[src/rtl/urx_pkg.sv]
package urx_pkg;

  localparam int unsigned DATA_W = 8;

  typedef struct packed {
    logic              ferr;
    logic              perr;
    logic [DATA_W-1:0] data;
  } rx_entry_t;

  localparam int unsigned ENTRY_W = $bits(rx_entry_t);

  typedef enum logic [2:0] {
    RX_IDLE,
    RX_START,
    RX_DATA,
    RX_PAR,
    RX_STOP,
    RX_RESYNC
  } rx_state_e;

  localparam int unsigned STAT_DR = 0;
  localparam int unsigned STAT_OE = 1;
  localparam int unsigned STAT_PE = 2;
  localparam int unsigned STAT_FE = 3;

  localparam logic [2:0] OFS_DATA = 3'd0;
  localparam logic [2:0] OFS_STAT = 3'd5;

endpackage

[src/rtl/urx_shifter.sv]
module urx_shifter
  import urx_pkg::*;
#(
  parameter int unsigned OSR = 16
) (
  input  logic      clk,
  input  logic      rst_n,
  input  logic      tick,
  input  logic      rxd,
  input  logic      par_en,
  input  logic      par_even,
  output logic      ch_valid,
  output rx_entry_t ch_out
);

  localparam int unsigned CNT_W = $clog2(OSR);
  localparam int unsigned BIT_W = $clog2(DATA_W);
  localparam logic [CNT_W-1:0] MID_CNT   = CNT_W'(OSR / 2 - 1);
  localparam logic [CNT_W-1:0] LAST_CNT  = CNT_W'(OSR - 1);
  localparam logic [CNT_W-1:0] SEED_CNT  = CNT_W'(2);
  localparam logic [BIT_W-1:0] LAST_BIT  = BIT_W'(DATA_W - 1);

  logic              rx_meta, rx_s;
  rx_state_e         state_q, state_d;
  logic [CNT_W-1:0]  cnt_q, cnt_d;
  logic [BIT_W-1:0]  bit_q, bit_d;
  logic [DATA_W-1:0] sh_q, sh_d;
  logic              pbit_q, pbit_d;
  logic              vld_q, vld_d;
  rx_entry_t         out_q, out_d;

  // two-flop input synchroniser, idle level high
  always_ff @(posedge clk or negedge rst_n) begin
    if (!rst_n) begin
      rx_meta <= 1'b1;
      rx_s    <= 1'b1;
    end else begin
      rx_meta <= rxd;
      rx_s    <= rx_meta;
    end
  end

  always_comb begin
    state_d = state_q;
    cnt_d   = cnt_q;
    bit_d   = bit_q;
    sh_d    = sh_q;
    pbit_d  = pbit_q;
    out_d   = out_q;
    vld_d   = 1'b0;
    if (tick) begin
      case (state_q)
        RX_IDLE: begin
          if (!rx_s) begin
            state_d = RX_START;
            cnt_d   = CNT_W'(1);
          end
        end
        RX_START: begin
          if (cnt_q == MID_CNT) begin
            cnt_d = '0;
            bit_d = '0;
            state_d = rx_s ? RX_IDLE : RX_DATA;
          end else begin
            cnt_d = cnt_q + 1'b1;
          end
        end
        RX_DATA: begin
          if (cnt_q == LAST_CNT) begin
            cnt_d = '0;
            sh_d  = {rx_s, sh_q[DATA_W-1:1]};
            if (bit_q == LAST_BIT) begin
              state_d = par_en ? RX_PAR : RX_STOP;
            end else begin
              bit_d = bit_q + 1'b1;
            end
          end else begin
            cnt_d = cnt_q + 1'b1;
          end
        end
        RX_PAR: begin
          if (cnt_q == LAST_CNT) begin
            cnt_d   = '0;
            pbit_d  = rx_s;
            state_d = RX_STOP;
          end else begin
            cnt_d = cnt_q + 1'b1;
          end
        end
        RX_STOP: begin
          if (cnt_q == LAST_CNT) begin
            vld_d      = 1'b1;
            out_d.data = sh_q;
            out_d.ferr = ~rx_s;
            out_d.perr = par_en & ((^sh_q ^ pbit_q) == par_even);
            cnt_d      = '0;
            state_d    = rx_s ? RX_IDLE : RX_RESYNC;
          end else begin
            cnt_d = cnt_q + 1'b1;
          end
        end
        RX_RESYNC: begin
          // stop-position low is treated as the next start bit: confirm twice
          if (rx_s) begin
            state_d = RX_IDLE;
          end else if (cnt_q == CNT_W'(1)) begin
            state_d = RX_DATA;
            cnt_d   = SEED_CNT;
            bit_d   = '0;
          end else begin
            cnt_d = cnt_q + 1'b1;
          end
        end
        default: state_d = RX_IDLE;
      endcase
    end
  end

  always_ff @(posedge clk or negedge rst_n) begin
    if (!rst_n) begin
      state_q <= RX_IDLE;
      cnt_q   <= '0;
      bit_q   <= '0;
      sh_q    <= '0;
      pbit_q  <= 1'b0;
      vld_q   <= 1'b0;
      out_q   <= '0;
    end else begin
      state_q <= state_d;
      cnt_q   <= cnt_d;
      bit_q   <= bit_d;
      sh_q    <= sh_d;
      pbit_q  <= pbit_d;
      vld_q   <= vld_d;
      if (vld_d) out_q <= out_d;
    end
  end

  assign ch_valid = vld_q;
  assign ch_out   = out_q;


  ch_pulse_chk: assert property (@(posedge clk) disable iff (!rst_n)
    ch_valid |=> !ch_valid);


  good_stop_idle_chk: assert property (@(posedge clk) disable iff (!rst_n)
    (ch_valid && !ch_out.ferr) |-> (state_q == RX_IDLE));


  resync_abort_chk: assert property (@(posedge clk) disable iff (!rst_n)
    (state_q == RX_RESYNC && tick && rx_s) |=> (state_q == RX_IDLE));

endmodule

[src/rtl/urx_fifo.sv]
module urx_fifo #(
  parameter int unsigned DEPTH = 16,
  parameter int unsigned WIDTH = 10
) (
  input  logic                       clk,
  input  logic                       rst_n,
  input  logic                       push,
  input  logic                       pop,
  input  logic [WIDTH-1:0]           wdata,
  output logic [WIDTH-1:0]           rdata,
  output logic                       empty,
  output logic                       full,
  output logic [$clog2(DEPTH+1)-1:0] count
);

  localparam int unsigned PTR_W = $clog2(DEPTH);
  localparam int unsigned CNT_W = $clog2(DEPTH + 1);
  localparam logic [PTR_W-1:0] PTR_MAX = PTR_W'(DEPTH - 1);
  localparam logic [CNT_W-1:0] CNT_MAX = CNT_W'(DEPTH);

  logic [WIDTH-1:0] mem [DEPTH];
  logic [PTR_W-1:0] wptr_q, wptr_d, rptr_q, rptr_d;
  logic [CNT_W-1:0] cnt_q, cnt_d;

  always_comb begin
    wptr_d = wptr_q;
    rptr_d = rptr_q;
    cnt_d  = cnt_q;
    if (push) wptr_d = (wptr_q == PTR_MAX) ? '0 : wptr_q + 1'b1;
    if (pop)  rptr_d = (rptr_q == PTR_MAX) ? '0 : rptr_q + 1'b1;
    if (push && !pop)      cnt_d = cnt_q + 1'b1;
    else if (pop && !push) cnt_d = cnt_q - 1'b1;
  end

  always_ff @(posedge clk or negedge rst_n) begin
    if (!rst_n) begin
      wptr_q <= '0;
      rptr_q <= '0;
      cnt_q  <= '0;
    end else begin
      wptr_q <= wptr_d;
      rptr_q <= rptr_d;
      cnt_q  <= cnt_d;
    end
  end

  always_ff @(posedge clk) begin
    if (push) mem[wptr_q] <= wdata;
  end

  assign rdata = mem[rptr_q];
  assign empty = (cnt_q == '0);
  assign full  = (cnt_q == CNT_MAX);
  assign count = cnt_q;


  no_overflow_chk: assert property (@(posedge clk) disable iff (!rst_n)
    push |-> (!full || pop));


  no_underflow_chk: assert property (@(posedge clk) disable iff (!rst_n)
    pop |-> !empty);

endmodule

[src/rtl/urx_status.sv]
module urx_status (
  input  logic clk,
  input  logic rst_n,
  input  logic ovr_evt,
  input  logic head_new,
  input  logic head_valid,
  input  logic head_perr,
  input  logic head_ferr,
  input  logic stat_rd,
  output logic oe,
  output logic pe,
  output logic fe
);

  logic oe_q, oe_d, pe_q, pe_d, fe_q, fe_d;
  logic pe_set, fe_set;

  always_comb begin
    pe_set = head_new & head_valid & head_perr;
    fe_set = head_new & head_valid & head_ferr;
    oe_d   = ovr_evt | (oe_q & ~stat_rd);
    pe_d   = pe_set  | (pe_q & ~stat_rd);
    fe_d   = fe_set  | (fe_q & ~stat_rd);
  end

  always_ff @(posedge clk or negedge rst_n) begin
    if (!rst_n) begin
      oe_q <= 1'b0;
      pe_q <= 1'b0;
      fe_q <= 1'b0;
    end else begin
      oe_q <= oe_d;
      pe_q <= pe_d;
      fe_q <= fe_d;
    end
  end

  assign oe = oe_q;
  assign pe = pe_q;
  assign fe = fe_q;


  oe_read_clear_chk: assert property (@(posedge clk) disable iff (!rst_n)
    (stat_rd && !ovr_evt) |=> !oe_q);


  oe_sticky_chk: assert property (@(posedge clk) disable iff (!rst_n)
    (oe_q && !stat_rd) |=> oe_q);


  pe_head_only_chk: assert property (@(posedge clk) disable iff (!rst_n)
    (!head_new && !pe_q) |=> !pe_q);

endmodule

[src/rtl/uart_rx_lsr.sv]
module uart_rx_lsr
  import urx_pkg::*;
#(
  parameter int unsigned OSR        = 16,
  parameter int unsigned FIFO_DEPTH = 16
) (
  input  logic       clk,
  input  logic       rst_n,
  input  logic       os_tick,
  input  logic       rxd,
  input  logic       cfg_fifo_en,
  input  logic       cfg_par_en,
  input  logic       cfg_par_even,
  input  logic       cpu_rd,
  input  logic [2:0] cpu_addr,
  output logic [7:0] cpu_rdata
);

  localparam int unsigned FCNT_W = $clog2(FIFO_DEPTH + 1);

  logic [1:0]        rst_pipe;
  logic              rst_core_n;
  logic              ch_valid;
  rx_entry_t         ch_out;
  logic              stat_rd, data_rd;
  logic              f_push, f_pop, f_empty, f_full, f_ovr, f_head_new;
  logic [ENTRY_W-1:0] f_rdata;
  logic [FCNT_W-1:0] f_count;
  rx_entry_t         hold_q, hold_d;
  logic              hold_vld_q, hold_vld_d, hold_ld, hold_ovr;
  rx_entry_t         head;
  logic              head_valid, head_new_d, head_new_q;
  logic              oe, pe, fe;
  logic [7:0]        stat_byte;

  // reset: asserted asynchronously, released after two clocks
  always_ff @(posedge clk or negedge rst_n) begin
    if (!rst_n) rst_pipe <= 2'b00;
    else        rst_pipe <= {rst_pipe[0], 1'b1};
  end
  assign rst_core_n = rst_pipe[1];

  urx_shifter #(.OSR(OSR)) u_shifter (
    .clk      (clk),
    .rst_n    (rst_core_n),
    .tick     (os_tick),
    .rxd      (rxd),
    .par_en   (cfg_par_en),
    .par_even (cfg_par_even),
    .ch_valid (ch_valid),
    .ch_out   (ch_out)
  );

  assign stat_rd = cpu_rd & (cpu_addr == OFS_STAT);
  assign data_rd = cpu_rd & (cpu_addr == OFS_DATA);

  // queued path
  always_comb begin
    f_pop      = cfg_fifo_en & data_rd & ~f_empty;
    f_push     = cfg_fifo_en & ch_valid & (~f_full | f_pop);
    f_ovr      = cfg_fifo_en & ch_valid & f_full & ~f_pop;
    f_head_new = (f_push & f_empty) |
                 (f_pop & ((f_count > FCNT_W'(1)) | f_push));
  end

  urx_fifo #(.DEPTH(FIFO_DEPTH), .WIDTH(ENTRY_W)) u_fifo (
    .clk   (clk),
    .rst_n (rst_core_n),
    .push  (f_push),
    .pop   (f_pop),
    .wdata (ch_out),
    .rdata (f_rdata),
    .empty (f_empty),
    .full  (f_full),
    .count (f_count)
  );

  // single holding register path
  always_comb begin
    hold_ld    = ~cfg_fifo_en & ch_valid;
    hold_ovr   = hold_ld & hold_vld_q & ~data_rd;
    hold_d     = hold_ld ? ch_out : hold_q;
    hold_vld_d = hold_ld | (hold_vld_q & ~(data_rd & ~cfg_fifo_en));
  end

  always_ff @(posedge clk or negedge rst_n) begin
    if (!rst_n) begin
      hold_q     <= '0;
      hold_vld_q <= 1'b0;
      head_new_q <= 1'b0;
    end else if (!rst_core_n) begin
      hold_q     <= '0;
      hold_vld_q <= 1'b0;
      head_new_q <= 1'b0;
    end else begin
      hold_vld_q <= hold_vld_d;
      head_new_q <= head_new_d;
      if (hold_ld) hold_q <= hold_d;
    end
  end

  // head-of-buffer selection
  always_comb begin
    head       = cfg_fifo_en ? rx_entry_t'(f_rdata) : hold_q;
    head_valid = cfg_fifo_en ? ~f_empty : hold_vld_q;
    head_new_d = cfg_fifo_en ? f_head_new : hold_ld;
  end

  urx_status u_status (
    .clk        (clk),
    .rst_n      (rst_core_n),
    .ovr_evt    (f_ovr | hold_ovr),
    .head_new   (head_new_q),
    .head_valid (head_valid),
    .head_perr  (head.perr),
    .head_ferr  (head.ferr),
    .stat_rd    (stat_rd),
    .oe         (oe),
    .pe         (pe),
    .fe         (fe)
  );

  always_comb begin
    stat_byte          = '0;
    stat_byte[STAT_DR] = head_valid;
    stat_byte[STAT_OE] = oe;
    stat_byte[STAT_PE] = pe;
    stat_byte[STAT_FE] = fe;
    case (cpu_addr)
      OFS_DATA: cpu_rdata = head_valid ? head.data : 8'h00;
      OFS_STAT: cpu_rdata = stat_byte;
      default:  cpu_rdata = 8'h00;
    endcase
  end


  overrun_sets_chk: assert property (@(posedge clk) disable iff (!rst_core_n)
    (f_ovr || hold_ovr) |=> oe);


  ovr_keeps_full_chk: assert property (@(posedge clk) disable iff (!rst_core_n)
    f_ovr |=> f_full);


  hold_replace_chk: assert property (@(posedge clk) disable iff (!rst_core_n)
    hold_ovr |=> (hold_vld_q && hold_q == $past(ch_out)));


  dr_clear_chk: assert property (@(posedge clk) disable iff (!rst_core_n)
    (data_rd && head_valid && !ch_valid &&
     (!cfg_fifo_en || f_count == FCNT_W'(1))) |=> !head_valid);

endmodule

[config.mk]
export PLATFORM = sky130hd
export DESIGN_NAME = uart_rx_lsr
export DESIGN_NICKNAME = d
export VERILOG_FILES = /design/src/rtl/urx_pkg.sv /design/src/rtl/urx_shifter.sv /design/src/rtl/urx_fifo.sv /design/src/rtl/urx_status.sv /design/src/rtl/uart_rx_lsr.sv
export SDC_FILE = /design/constraint.sdc
export NUM_CORES = 1
export LEC_CHECK = 0
export CELL_PAD_IN_SITES_DETAIL_PLACEMENT = 1
export CELL_PAD_IN_SITES_GLOBAL_PLACEMENT = 2
export CORE_ASPECT_RATIO = 0.5
export CORE_UTILIZATION = 33
export CTS_CLUSTER_SIZE = 8
export DETAILED_ROUTE_END_ITERATION = 8
export DONT_BUFFER_PORTS = 1
export GPL_TIMING_DRIVEN = 1
export PLACE_DENSITY_LB_ADDON = 0.1
export SLEW_MARGIN = 20
export SYNTH_ARGS = -nofsm -noshare
export SYNTH_HDL_FRONTEND = slang
export SYNTH_SLANG_ARGS = --single-unit
[constraint.sdc]
create_clock -name clk -period 4 [get_ports clk]
set_clock_uncertainty 0.15 [all_clocks]
set_input_delay 0.2 -clock clk [delete_from_list [all_inputs] [get_ports clk]]
set_output_delay 0.2 -clock clk [all_outputs]
set_load 0.1 [all_outputs]
; ---- Yosys cells after proc, flatten, opt, wreduce, memory -nomap -nowiden
; Memories as Yosys holds them, arrays and structs flattened.
; Index checks and enable logic that the tools add are counted.
[op_classes]
n_reduce_logical = 18
n_bitwise = 39
eq_ne = 25
n_mux = 42
addsub = 6
magnitude_cmp = 1
[op_table]
columns = op, count
row1 = 3-bit two-way mux, 15
row2 = 10-bit two-way mux, 3
row3 = 4-bit two-way mux, 7
row4 = 1-bit AND, 22
row5 = 3-bit one-hot mux with 6 select lines, 1
row6 = 4-bit one-hot mux with 4 select lines, 1
row7 = 8-bit one-hot mux with 2 select lines, 1
row8 = "2-bit by 1-bit != test with 1-bit output, second input constant", 7
row9 = "4-bit by 1-bit adder with 4-bit output, second input constant", 3
row10 = "3-bit equality test, second input constant", 4
row11 = "4-bit equality test, second input constant", 3
row12 = 5-bit two-way mux, 2
row13 = 1-bit two-way mux, 9
row14 = 3-bit one-hot mux with 3 select lines, 1
row15 = 8-bit two-way mux, 1
row16 = 1-bit NOT, 8
row17 = 1-bit OR, 8
row18 = 4-bit AND reduction, 2
row19 = 8-bit AND reduction, 1
row20 = 8-bit parity, 1
row21 = 7-bit AND reduction, 1
row22 = "3-bit by 2-bit equality test with 1-bit output, second input constant", 2
row23 = 3-bit zero test, 2
row24 = "2-bit != test, second input constant", 3
row25 = 20 further kinds, 23
[totals]
memories = 1
ram_bits = 160
elab_cells = 155
inputBits = 11
register_bits = 62
[mem_list]
columns = name, words, word_bits, rd, rd_ports_with_merged_regs, write_ports, line
row1 = u_fifo.mem, 16, 10, 1, 0, 1, urx_fifo.sv:21  ; logic [WIDTH-1:0] mem [DEPTH];

; ---- Logic depth before layout (Yosys ltp)
; Gate-level depths: netlist of run 1.
[logic_depth]
ltp_word = 11
depth_mapped = 9

; ---- Cells and area by module
; Synthesis of run 1 repeated with hierarchy kept, for this count alone.
[unflattened]
cells_unflattened = 634
hier_area_um2 = 9676.8
[modules_own_cells]
columns = module, area_each_um2, instances, cells_per_inst, seq_area_each_um2
row1 = urx_fifo, 7040.5, 1, 365, 5129.9
row2 = urx_shifter, 1682.9, 1, 167, 803.3
row3 = uart_rx_lsr, 845.8, 1, 95, 350.3
row4 = urx_status, 107.6, 1, 7, 75.1

; ---- Worst setup path after synthesis of run 1
; Ideal clock, no wire load.
[synth_path]
kind = register to output
from = reg u_fifo.cnt_q[0], in the netlist u_fifo.count[0]
to = out cpu_rdata[4]
slack_ns = 0.203
path_stages_with_launch = 6
arrival_ns = 3.447
required_time_ns = 3.650
path_cell_list = dfrtp_1 inv_1 ha_1 a31oi_4 nand4b_1 o21ai_0
[synth_between]
elab_chain_len = 5
[synth_rtl]
columns = item, line
row1 = "start, declared", urx_fifo.sv:23  ; logic [CNT_W-1:0] cnt_q, cnt_d;
row2 = "start signal, assigned", urx_fifo.sv:43  ; cnt_q <= cnt_d;
row3 = 5-bit zero test, urx_fifo.sv:52  ; assign empty = (cnt_q == '0);
row4 = 1-bit NOT, uart_rx_lsr.sv:105  ; head_valid = cfg_fifo_en ? ~f_empty : hold_vld_q;
row5 = 1-bit two-way mux, uart_rx_lsr.sv:105
row6 = 8-bit two-way mux, uart_rx_lsr.sv:130  ; OFS_DATA: cpu_rdata = head_valid ? head.data : 8'h00;
row7 = 8-bit one-hot mux with 2 select lines, uart_rx_lsr.sv:129  ; case (cpu_addr)
row8 = "end, declared", uart_rx_lsr.sv:16  ; output logic [7:0] cpu_rdata
; Every way passes these cells.

; ---- Worst setup path in the final report of run 1
[layout_path]
from = reg u_fifo.cnt_q[0], in the netlist u_fifo.count[0]
to = out cpu_rdata[0]
[layout_between]
elab_chain_len = 5
[layout_rtl]
columns = item, line
row1 = 5-bit zero test (*), urx_fifo.sv:52
row2 = 1-bit NOT (*), uart_rx_lsr.sv:105
row3 = 1-bit two-way mux (*), uart_rx_lsr.sv:105
row4 = 8-bit two-way mux, uart_rx_lsr.sv:130
row5 = 8-bit one-hot mux with 2 select lines (*), uart_rx_lsr.sv:129
; Mark *: on every way between the ends. The rest lies on a longest branch, timed or not.

==> metrics.md, run 1 <==
| Metric | Value |
|---|---|
| DR WL met3 | `897 um` |
| # IOs | `19` |
| Worst Setup SP | `u_fifo.count[0]$_DFFE_PN0P_` |
| Clk buf depth | `3` |
| CP max FO | `9` |
| Count of cell types in the netlist | `65` |
| GRT overflow | `0` |
| WL met1 | `11.33 mm` |
| Final hold vios | `0` |
| Syn Inst Count | `584` |
| GPL Wtd Cong | `0.7087` |
| EDFF count, synth | `160` |
| Initial antenna violation count | `2` |
| Top sig layer | `met4` |
| Gr usage total | `16.37%` |
| # setup viols final | `0` |
| Num CTS Buffers | `31` |
| Final worst path period need | `3370 ps` |
| Vias | `5,172` |
| Initial Utilization | `34.00%` |
| Mapped Area | `9529 um2` |
| CTS sink count | `222` |
| Setup crit start kind | `flop` |
| VDD IR max | `0.2918 mV` |
| Worst Path Required | `3650 ps` |
| Global-route wire length before repair | `35.69 mm` |
| Largest net degree at the start of global routing | `35` |
| Clock Tree Root | `clkbuf_16` |
| Drt drc | `0` |
| Hold Path Class | `in -> async` |
| Vias per cell | `5.071` |
| Synthesized area per cell | `16.32 um2` |
| Sequential-to-total area share from yosys stat | `66.73%` |
| Post-route ant nets | `0` |
| Buf/Inv on CP | `1` |
| Setup crit end kind | `output pin` |
| Post-DP HPWL | `14.91 mm` |
| WP data arrival | `3020 ps` |
| Finished Cell Area | `11,010 um2` |
| Commonest non-fill, non-tap cell in the layout | `edfxtp_1` |
| Crit Path Class | `reg -> out` |
| Post-layout net count | `638` |
| Final WL | `23.24 mm` |
| LEAKAGE | `4.234 nW` |
| CP Cell Sequence | `inv_1 > ha_1 > a31oi_4 > nand4b_1 > o22a_1 > o21ai_2` |
| Reg2reg setup slack | `1270 ps` |
| Postcts setup bufs | `0` |
| DR WL met2 | `10.51 mm` |
| Layout cell share with drive strength beyond 1 | `18.34%` |
| Slowest CP cell | `nand4b_1` |
| CTS tree | `built` |
| ANT cells | `0` |
| Unrepaired setup endpoints after global routing | `false` |
| #FFs+latches synth | `222` |
| Outcome | `finished clean` |
| Reg2Reg Launch Point | `u_fifo.count[0]$_DFFE_PN0P_` |
| PwrDens | `527.0 nW/um2` |
| Core area | `28,030 um2` |
| Site row count | `43` |
| FMAX | `296.7 MHz` |
| R2r endpoint | `u_fifo.mem[2][9]$_DFFE_PP_` |
| Critical path depth | `6` |
| Later-pin clock latency in the skew report | `550 ps` |
| Port bufs | `0` |
| Die Ht | `122.2 um` |
| Drt first pass iters | `7` |
| Tcrit/Tclk final | `84.25%` |
| Detailed router's first-iteration violation count | `285` |
| TNS Setup | `0 ps` |
| Register-to-Register Path Depth | `5` |
| CP peak stage delay | `500 ps` |
| Die area | `29,600 um2` |
| CP delay by family, top | `compound AO/OA/AOI/OAI gates` |
| DR WL/cell | `22.79 um` |
| Mapped Nets | `609` |
| Max_slew headroom | `27.20%` |
| Most frequent cells in the layout | `edfxtp_1, nand2_1, dfrtp_1, clkbuf_16, mux4_2` |
| Htree depth | `1` |
| FFs w/ async S/R, synth | `27.93%` |
| Cell Area, Placed | `10,010 um2` |
| Worst-path clk slew | `60 ps` |
| Max-Cap Viols | `0` |
| Fillcell total | `2,802` |
| Worst-Margin Slew | `1092 ps` |
| Number of global-route vias before repair | `5,582` |
| Die W | `242.3 um` |
| Synth Warn # | `0` |
| CP Capture Point | `cpu_rdata[0]` |
| Layout Area Growth over Synthesis | `15.53%` |
| Count of pins over their slew limit | `0` |
| Dominant synthesized flop cell | `edfxtp_1` |
-- cell families after synthesis --
group	share of synthesized area, %
other	0.03935
XOR/XNOR	1.471
flip-flops	66.73
AND/OR/NAND/NOR	6.920
multiplexers	14.64
adder cells (fa/ha/maj)	1.838
buffers and inverters	2.022
AO/OA/AOI/OAI	6.342
-- metal layers --
layer  GRT usage (%)  vias up
li1                -     2343
met1           23.15     2715
met2           26.00       78
met3           2.996       36
met4           4.351        0
met5               0        -
-- sequential cells by signal, summed over array words and instances, names as in the netlist --
name                count
u_fifo.count            5
u_shifter.ch_out       10
u_status.oe             1
u_shifter.sh_q          8
hold_q                 10
u_shifter.state_q       3
u_shifter.pbit_q        1
u_fifo.mem            160
head_new_q              1
u_shifter.ch_valid      1
u_status.fe             1
u_shifter.rx_meta       1
u_status.pe             1
u_shifter.cnt_q         4
u_fifo.wptr_q           4
rst_pipe                2
hold_vld_q              1
u_fifo.rptr_q           4
u_shifter.rx_s          1
u_shifter.bit_q         3
-- repair_timing --
action	in CTS	in global routing
setup endpoints to repair	0	0
endpoints found under the hold margin	57	0
hold buffers	11	0
gates resized for setup	0	0
-- stage by stage --
step / cells / hold WS (ps) / worst slack, ps / power (mW) / utilization [%]
CTS: 1020 / 9.461 / 608.8 / 5.890 / 39.28
global placement: 951 / -245.2 / 1231 / 3.419 / 35.70
floorplan: 584 / -245.6 / 203.1 / 3.243 / -
detailed placement: 951 / -245.3 / 1206 / 3.426 / 35.70
finish: 1020 / 7.964 / 630.0 / 5.802 / 39.28
global route: 1020 / 17.47 / 445.9 / 6.049 / 39.28
-- where the power goes --
group / switching, mW / leakage (nW) / internal, mW / total (mW)
clock network: 0.967 / 0.423 / 1.47 / 2.43
registers: 0.192 / 2.60 / 2.53 / 2.72
logic: 0.326 / 1.21 / 0.321 / 0.647
-- layout make-up --
type | instances | area, um2 | share of cell area (%)
Inverter | 13 | 48.80 | 0.4432
Tap cell | 382 | 478.0 | 4.341
Multi-Input combinational cell | 322 | 3015 | 27.39
Sequential cell | 222 | 6362 | 57.79
Timing Repair Buffer | 23 | 212.7 | 1.932
Clock buffer | 57 | 883.3 | 8.024
Clock inverter | 1 | 8.758 | 0.07955
-- Yosys cell counts, types with 3 or more instances --
library cell / n / area [um2]
edfxtp_1: 160 / 4805
dfrtp_1: 60 / 1501
nand2_1: 57 / 214.0
mux4_2: 28 / 630.6
mux2_2: 23 / 259.0
o21ai_0: 21 / 105.1
mux2i_1: 19 / 190.2
ha_1: 14 / 175.2
inv_1: 13 / 48.80
nor2_1: 13 / 48.80
a21boi_0: 12 / 90.09
buf_2: 12 / 60.06
mux4_1: 12 / 315.3
xnor2_1: 12 / 105.1
and2_1: 11 / 68.82
clkbuf_1: 9 / 33.78
and3_1: 8 / 50.05
a21oi_1: 7 / 35.03
and3b_1: 6 / 52.55
nand3_1: 6 / 30.03
nand4_1: 5 / 31.28
o31ai_1: 5 / 37.54
a2bb2oi_1: 4 / 35.03
xor2_1: 4 / 35.03
a22oi_1: 3 / 22.52
a32o_1: 3 / 30.03
a32oi_1: 3 / 26.28
buf_6: 3 / 33.78
nand3b_1: 3 / 22.52
nor2b_1: 3 / 18.77
o211ai_1: 3 / 22.52
o221ai_1: 3 / 26.28
-- how the worst min path moves through the flow --
stage	to	slack [ps]
6_report	rst_pipe[0]$_DFF_PN0_	8
3_5_place_dp	hold_vld_q$_DFF_PN0_	-250
4_1_cts	rst_pipe[0]$_DFF_PN0_	9
2_1_floorplan	head_new_q$_DFF_PN0_	-250
3_3_place_gp	hold_vld_q$_DFF_PN0_	-250
5_1_grt	u_shifter.rx_meta$_DFF_PN1_	20
(Power assumes the default switching activity.)
==> run 2: changes to the inputs <==
==> constraint.sdc (replaced) <==
create_clock -name clk -period 3.45 [get_ports clk]
set_clock_uncertainty 0.15 [all_clocks]
set_input_delay 0.1725 -clock clk [delete_from_list [all_inputs] [get_ports clk]]
set_output_delay 0.1725 -clock clk [all_outputs]
set_load 0.1 [all_outputs]
==> metrics.md, run 2 (synthesized netlist as in run 1, its figures left out) <==
| Metric | Value |
|---|---|
| Outcome | `finished clean` |
| Slowest CP cell | `dfrtp_1` |
| Max_slew headroom | `27.80%` |
| WHS | `82.02 ps` |
| Max-Cap Viols | `0` |
| Post-layout net count | `651` |
| VDD IR max | `0.3187 mV` |
| Crit Path Class | `reg -> out` |
| Worst-path clk slew | `50 ps` |
| Fillcell total | `2,778` |
| Die Ht | `122.2 um` |
| Most frequent cells in the layout | `edfxtp_1, nand2_1, dfrtp_1, clkbuf_16, mux4_2` |
| Post-Place Worst Slack | `774.8 ps` |
| Clk buf depth | `3` |
| Final hold vios | `0` |
| CTS tree | `built` |
| DR WL/cell | `22.72 um` |
| GRT overflow | `0` |
| Initial Utilization | `34.00%` |
| WP data arrival | `2890 ps` |
| CP Capture Point | `cpu_rdata[0]` |
| Post-route total power | `6.703 mW` |
| Worst Path Required | `3130 ps` |
| PwrDens | `602.8 nW/um2` |
| Reg2Reg Launch Point | `u_fifo.count[0]$_DFFE_PN0P_` |
| Setup crit start kind | `flop` |
| Core area | `28,030 um2` |
| Unrepaired setup endpoints after global routing | `false` |
| Number of global-route vias before repair | `5,629` |
| Post-route ant nets | `0` |
| # IOs | `19` |
| Initial antenna violation count | `3` |
| Commonest non-fill, non-tap cell in the layout | `edfxtp_1` |
| Vias | `5,209` |
| Die W | `242.3 um` |
| Max reg flops | `160` |
| Gr usage total | `16.57%` |
| Layout cell share with drive strength beyond 1 | `19.38%` |
| Reg2reg setup slack | `810 ps` |
| Drt drc | `0` |
| Worst-Margin Slew | `1083 ps` |
| Final WL | `23.47 mm` |
| Finished Cell Area | `11,120 um2` |
| Later-pin clock latency in the skew report | `550 ps` |
| # hold bufs at CTS | `14` |
| Largest reg by FF count | `u_fifo.mem` |
| CP max FO | `9` |
| CP Cell Sequence | `inv_1 > ha_1 > a31oi_4 > nand4_1 > o22a_1 > o21ai_2` |
| R2r endpoint | `u_fifo.mem[3][4]$_DFFE_PP_` |
| Detailed router's first-iteration violation count | `306` |
| Count of pins over their slew limit | `0` |
| Drt first pass iters | `4` |
| Port bufs | `0` |
| Final WS setup | `242.0 ps` |
| Postcts setup bufs | `0` |
| Tcrit/Tclk final | `92.99%` |
| FMAX | `311.7 MHz` |
| Final worst path period need | `3208 ps` |
| Num CTS Buffers | `31` |
| Global-route wire length before repair | `35.94 mm` |
| Largest net degree at the start of global routing | `33` |
| Setup crit end kind | `output pin` |
| Layout Area Growth over Synthesis | `16.70%` |
| CP peak stage delay | `440 ps` |
| # setup viols final | `0` |
| Worst Setup SP | `u_fifo.count[0]$_DFFE_PN0P_` |
| Hold Path Class | `in -> reg` |
| Site row count | `43` |
| Post-CTS sizing | `0` |
| Post-DP HPWL | `15.49 mm` |
| Clock Tree Root | `clkbuf_16` |
| LEAKAGE | `4.298 nW` |
| Vias per cell | `5.043` |
| CTS sink count | `222` |
| Htree depth | `1` |
| GPL Wtd Cong | `0.7352` |
| Cell Area, Placed | `10,090 um2` |
| Die area | `29,600 um2` |
| Register-to-Register Path Depth | `5` |
| TNS Setup | `0 ps` |
-- run 2: cell count changes in the layout (fill, tap and decap cells not counted), sizes merged --
cell         previous run  this run
buf                    12        22
dlygate4sd3            11        14
diode                   0         1
inv                    14        13
-- run 2: critical path: cells and delay by family (launching register included) --
family	cells	cell delay [ps]
AO/OA/AOI/OAI	3	1090
flip-flops	1	440
AND/OR/NAND/NOR	1	440
adder cells (fa/ha/maj)	1	290
buffers and inverters	1	90
-- run 2: area by class of cell --
class | count | area [um2] | share of cell area [%]
antenna | 1 | 2.502 | 0.02250
clock buffer | 57 | 883.3 | 7.943
inverter | 13 | 48.80 | 0.4388
multi-input combinational | 322 | 3015 | 27.12
sequential | 222 | 6362 | 57.21
tap | 382 | 478.0 | 4.298
timing repair buffer | 36 | 330.3 | 2.970
-- run 2: power breakdown --
| part | switching (mW) | internal [mW] | total (mW) |
|---|---|---|---|
| Combinational | 0.405 | 0.383 | 0.788 |
| Sequential | 0.185 | 2.94 | 3.12 |
| Clock | 1.10 | 1.69 | 2.79 |
-- run 2: metrics by stage --
stage / util [%] / std cells
final: 39.67 / 1033
after global routing: 39.66 / 1032
after CTS: 39.66 / 1032
after detailed placement: 36.01 / 961
after global placement: 36.01 / 961
after floorplan: - / 584
-- run 2: how the worst min path moves through the flow --
stage,start,to,slack [ps],cells past startpoint
final,os_tick,u_shifter.ch_valid$_DFF_PN0_,80,2
after global routing,os_tick,u_shifter.ch_valid$_DFF_PN0_,150,2
after CTS,os_tick,u_shifter.ch_valid$_DFF_PN0_,80,2
after detailed placement,rst_n,rst_pipe[0]$_DFF_PN0_,-270,0
after global placement,rst_n,hold_vld_q$_DFF_PN0_,-270,0
after floorplan,rst_n,head_new_q$_DFF_PN0_,-270,0
-- run 2: routing by layer --
| metal | track usage, % | share of wire, % |
|---|---|---|
| met5 | 0 | 0 |
| met4 | 3.916 | 1.7 |
| met3 | 3.261 | 4.4 |
| met2 | 27.04 | 47 |
| met1 | 22.90 | 47 |
